**src/rtl/extint_pkg.sv**
```systemverilog
package extint_pkg;

    typedef enum logic [1:0] {
        SENS_FALL_LOW = 2'b00,
        SENS_RISE     = 2'b01,
        SENS_FALL     = 2'b10,
        SENS_BOTH     = 2'b11
    } sens_e;

    // control register layout; field positions are decoded by the detectors
    typedef struct packed {
        sens_e      sens_hi;   // [7:6] sources 2 and 3
        logic       spare_hi;  // [5]
        sens_e      sens_lo;   // [4:3] sources 0 and 1
        logic [2:0] spare_lo;  // [2:0]
    } ctrl_t;

    localparam int NSRC   = 4;
    localparam int CTRL_W = $bits(ctrl_t);

    // which sensitivity field drives source idx
    function automatic sens_e sens_of(ctrl_t c, int idx);
        return (idx < 2) ? c.sens_lo : c.sens_hi;
    endfunction

    // select trigger condition for a mode
    function automatic logic hit_of(sens_e m, logic fall, logic rise);
        case (m)
            SENS_FALL_LOW: return fall;
            SENS_RISE:     return rise;
            SENS_FALL:     return fall;
            default:       return fall | rise;
        endcase
    endfunction

endpackage

```
**src/rtl/extint_sync.sv**
```systemverilog
module extint_sync #(
    parameter int W      = 4,
    parameter int STAGES = 2
) (
    input  logic         clk,
    input  logic         rst,
    input  logic [W-1:0] d,
    output logic [W-1:0] q
);
    logic [W-1:0] stage [STAGES];

    generate
        for (genvar s = 0; s < STAGES; s++) begin : g_stage
            if (s == 0) begin : g_first
                always_ff @(posedge clk) begin
                    if (rst) stage[0] <= '1;
                    else     stage[0] <= d;
                end
            end else begin : g_next
                always_ff @(posedge clk) begin
                    if (rst) stage[s] <= '1;
                    else     stage[s] <= stage[s-1];
                end
            end
        end
    endgenerate

    assign q = stage[STAGES-1];
endmodule

```
**src/rtl/extint_edge.sv**
```systemverilog
module extint_edge
    import extint_pkg::*;
(
    input  logic  clk,
    input  logic  rst,
    input  logic  lvl,
    input  sens_e mode,
    input  logic  ack,
    output logic  req
);
    logic prev;
    logic pend;
    logic fall;
    logic rise;
    logic hit;

    assign fall = prev & ~lvl;
    assign rise = ~prev & lvl;
    assign hit  = hit_of(mode, fall, rise);

    always_ff @(posedge clk) begin
        if (rst) begin
            prev <= 1'b1;
            pend <= 1'b0;
        end else begin
            prev <= lvl;
            pend <= hit | (pend & ~ack);
        end
    end

    assign req = pend | ((mode == SENS_FALL_LOW) & ~lvl);
endmodule

```
**src/rtl/extint_reg.sv**
```systemverilog
module extint_reg
    import extint_pkg::*;
(
    input  logic  clk,
    input  logic  rst,
    input  logic  we,
    input  logic  unlock,
    input  ctrl_t wdata,
    output ctrl_t ctrl
);
    always_ff @(posedge clk) begin
        if (rst) begin
            ctrl <= '0;
        end else if (we) begin
            ctrl.spare_hi <= wdata.spare_hi;
            ctrl.spare_lo <= wdata.spare_lo;
            if (unlock) begin
                ctrl.sens_hi <= wdata.sens_hi;
                ctrl.sens_lo <= wdata.sens_lo;
            end
        end
    end
endmodule

```
**src/rtl/extint_ctrl.sv**
```systemverilog
module extint_ctrl
    import extint_pkg::*;
#(
    parameter int A_W   = 4,
    parameter int F_W   = 3,
    parameter int B_W   = 8,
    parameter int SYNC_N = 2
) (
    input  logic             clk,
    input  logic             rst,
    input  logic [A_W-1:0]   pin_a,
    input  logic [F_W-1:0]   pin_f,
    input  logic [B_W-1:0]   pin_b,
    input  logic             irq_dis,
    input  logic             reg_we,
    input  logic [CTRL_W-1:0] reg_wdata,
    output logic [CTRL_W-1:0] reg_rdata,
    input  logic [NSRC-1:0]  ack,
    output logic [NSRC-1:0]  irq_req
);
    localparam int HB_W  = B_W / 2;
    localparam int ALL_W = A_W + F_W + B_W;

    ctrl_t            ctrl;
    logic [ALL_W-1:0] pins_s;
    logic [NSRC-1:0]  src_lvl;

    extint_reg u_reg (
        .clk    (clk),
        .rst    (rst),
        .we     (reg_we),
        .unlock (irq_dis),
        .wdata  (ctrl_t'(reg_wdata)),
        .ctrl   (ctrl)
    );

    assign reg_rdata = ctrl;

    extint_sync #(.W(ALL_W), .STAGES(SYNC_N)) u_sync (
        .clk (clk),
        .rst (rst),
        .d   ({pin_b, pin_f, pin_a}),
        .q   (pins_s)
    );

    // any low pin pulls its source low
    assign src_lvl[0] = &pins_s[A_W-1:0];
    assign src_lvl[1] = &pins_s[A_W+F_W-1:A_W];
    assign src_lvl[2] = &pins_s[A_W+F_W+HB_W-1:A_W+F_W];
    assign src_lvl[3] = &pins_s[ALL_W-1:A_W+F_W+HB_W];

    generate
        for (genvar i = 0; i < NSRC; i++) begin : g_src
            extint_edge u_edge (
                .clk  (clk),
                .rst  (rst),
                .lvl  (src_lvl[i]),
                .mode (sens_of(ctrl, i)),
                .ack  (ack[i]),
                .req  (irq_req[i])
            );
        end
    endgenerate
endmodule

```
**config.mk**
```make
export PLATFORM = sky130hd
export DESIGN_NAME = extint_ctrl
export DESIGN_NICKNAME = d
export VERILOG_FILES = /design/src/rtl/extint_pkg.sv /design/src/rtl/extint_sync.sv /design/src/rtl/extint_edge.sv /design/src/rtl/extint_reg.sv /design/src/rtl/extint_ctrl.sv
export SDC_FILE = /design/constraint.sdc
export NUM_CORES = 1
export LEC_CHECK = 0
export BUFFER_PORTS_ARGS = -buffer_cell sky130_fd_sc_hd__buf_2
export CORE_MARGIN = 1
export CORE_UTILIZATION = 55
export CTS_CLUSTER_SIZE = 24
export DETAILED_ROUTE_END_ITERATION = 12
export PLACE_DENSITY = 0.83
export SYNTH_ARGS = -nofsm -noshare
export SYNTH_HDL_FRONTEND = slang
export SYNTH_SLANG_ARGS = --single-unit
```
**constraint.sdc**
```tcl
create_clock -name clk -period 1.85 [get_ports clk]
set_input_delay 0.37 -clock clk [delete_from_list [all_inputs] [get_ports clk]]
set_output_delay 0.37 -clock clk [all_outputs]
set_load 0.02 [all_outputs]
```
==> results.md <==
* Status: finished, violations left
* Violated checks: design-rule violations
* Vias in the first global route at 1082
* Iter 0 DRT Violations at 75
* Final critical-path required period at 1.67 ns
* Required time at the worst-slack endpoint at 1.48 ns
* Startpoint of the most critical hold path: pin_b[5]
* Die Span X at 56.7 µm
* Floorplan die height at 56.7 µm
* Peak ir drop on the vdd network at 0.000636 V
* Post-DP Area at 0.00183 mm²
* Skew final at 0.0105 ns
* Largest stage delay, worst path at 0.48 ns
* Storage element area at 921 µm²
* Synth Warn # at 0
* Count of clock tree sinks at 46
* Final instance area at 0.00191 mm²
* Startpoint class of the critical path: register
* Gr usage total at 18.2%
* Post-synthesis instance area at 0.00165 mm²
* Prevailing post-synth register cell: dfxtp_1
* Worst Tran Pin Value at 0.600 ns
* Clock transition at the registers of the reported paths at 0.13 ns
* Number of antenna diodes at 0
* Total negative setup slack at 0 ns
* Die area at 0.00321 mm²
* Number of distinct standard cells referenced by the synthesized netlist at 21
* Cell-by-cell listing of the critical path: nor2_1 > a21o_1 > buf_2
* Most frequent standard cell in the layout excluding fill and tap cells: dfxtp_1
* Global-route wire length before repair at 4.32 mm
* Pin count of the biggest net entering global routing at 47
* Final estimated routing congestion in global placement at 0.781
* Routed wirelength normalized by instance count at 11.2 µm
* Length of the first detailed-routing pass in iterations at 8
* Proportion of synthesized flip-flops having asynchronous set or reset at 0%
* Critical path peak fanout at 7
* Total setup buffers inserted after CTS at 0
* Area added between synthesis and finish at 16.3%
* Fin cells at 231
* Quantity of hold-fixing buffers added after cts at 0
* Maximum capacitance violations at 0
* Areal power density over the cells at 985 mW/mm²
* Count of endpoints failing hold in the final timing report at 0
* Headroom to the max-slew limit at 60.0%
* Top library cells by usage in the layout, fill and taps aside: dfxtp_1, buf_2, or2_1
* Half-perimeter wire length after detailed placement at 1.88 mm
* Crit-path leading delay family: flip-flops
* Total setup violations reported at the end of the flow at 0
* Number of filler instances in the final layout at 235
* Synthesized net count at 199
* Initial antenna violation count at 0
* Fraction of final layout cells sized beyond drive strength 1 at 29.0%
* TritonCTS clock tree: built
* Total Routed Length at 2.60 mm
* Maximum level of the CTS H-tree at 2
* Number of instances resized during post-cts repair at 0
* Classification of the worst-slack hold path: primary input to register
* Sequential fraction of the synthesis area at 56.0%
* Mean instance size in the synthesized netlist at 10.3 µm²
* Number of enable flip-flop cells after synthesis at 0
* Number of buffers created by CTS at 5
* Residual antenna-violating net count after detailed routing at 0
* Max Fclk at 600 MHz
* Slowest cell on crit path: dfxtp_1
* Number of instances in the synthesized netlist at 160
* Unrepaired setup endpoints after global routing: false
* Detailed-route via count at 1151
* Via-per-instance ratio at 4.98
* Critical path origin: u_reg.ctrl[3]$_SDFFE_PP0P_
* Overflow left after global routing at 0
* Total of buffers placed on input and output ports at 42
* Clk buf depth at 2
* Row Count at 19
* Multi-input gate area in the final layout at 631 µm²
* Critical R2R Launch: u_sync.stage[1][9]$_SDFF_PP1_
* Clock root buffer master: clkbuf_4
* Top-level port count at 43
* Initial Utilization at 58.7%
* Critical path buffers and inverters at 1
* CP arrival at 1.30 ns
* Core Region at 0.00281 mm²
* Net count reported at finish at 238
* # DRC at 4
* Inst Count DP at 223
* Clock network latency to the later pin of the worst-skew pair at 0.36 ns
* Number of pins exceeding their max-slew limit in the final report at 0
* Post-route fraction of the period consumed by the critical path at 90.1%
* Leakage power at 0.894 nW
* Kind of critical path: register to output port
* Post-synthesis sequential element count at 46
* Type of destination of the critical path: output port
[final cells by class]
type	count	share of cell area, %
Sequential cell	46	48.1
Multi-Input combinational cell	96	33.0
Timing Repair Buffer	42	11.0
Clock inverter	3	2.35
Tap cell	31	2.03
Clock buffer	5	1.96
Inverter	8	1.57
[cell usage after synthesis (4+ instances only)]
master    instances  area share [%]
dfxtp_1          46              56
or2_1            23             8.7
nand2b_1         15             5.7
nor2_1            9             2.1
ha_1              8             6.1
inv_1             8             1.8
or2_2             7             2.7
a21oi_1           6             1.8
nand2_1           6             1.4
nand3_1           5             1.5
a21o_1            4             1.8
buf_4             4             1.8
mux2i_1           4             2.4
[registers in the layout, summed over array words and instances (netlist names)]
name and count:
u_sync.stage 30, u_reg.ctrl 8, g_src.u_edge.pend 4, g_src.u_edge.prev 4
[per-stage QoR]
stage | total power, mW | hold slack (ns) | util (%) | setup WS, ns
floorplan | 1.25 | 0.383 | - | 0.560
global placement | 1.29 | 0.387 | 65.3 | 0.529
detailed placement | 1.31 | 0.391 | 65.3 | 0.442
CTS | 1.90 | 0.165 | 68.2 | 0.181
global route | 1.97 | 0.147 | 68.2 | 0.106
finish | 1.88 | 0.179 | 68.2 | 0.182
[cell families (layout without fill, tap and decap cells)]
kind of cell / after synthesis / count (layout) / synth area share, %
compound gates: 16 / 16 / 6.62
flops: 46 / 46 / 56.0
buf+inv: 18 / 58 / 5.70
fa+ha+maj: 8 / 8 / 6.08
mux: 4 / 4 / 2.43
simple gates: 68 / 68 / 23.2
[path summary, 6_finish.rpt]
check,endpoint,slack (ns),cells past startpoint
max,irq_req[0],0.18,3
min,u_sync.stage[0][12]$_SDFF_PP1_,0.18,2
max reg2reg,g_src[2].u_edge.pend$_SDFF_PP0_,0.43,6
min reg2reg,u_sync.stage[1][6]$_SDFF_PP1_,0.42,1
[where the power goes]
part | switching (mW) | leakage (nW) | internal, mW
combinational | 0.113 | 0.475 | 0.103
sequential | 0.0247 | 0.381 | 1.05
clock | 0.315 | 0.0374 | 0.283
[metal layers]
metal,vias up,share of wire [%],track usage (%)
met5,-,0,0
met4,0,2.3,8.57
met3,8,6.4,8.53
met2,39,50,31.3
met1,522,42,18.6
li1,582,-,-
No activity file was read; power rests on OpenSTA's default activity.
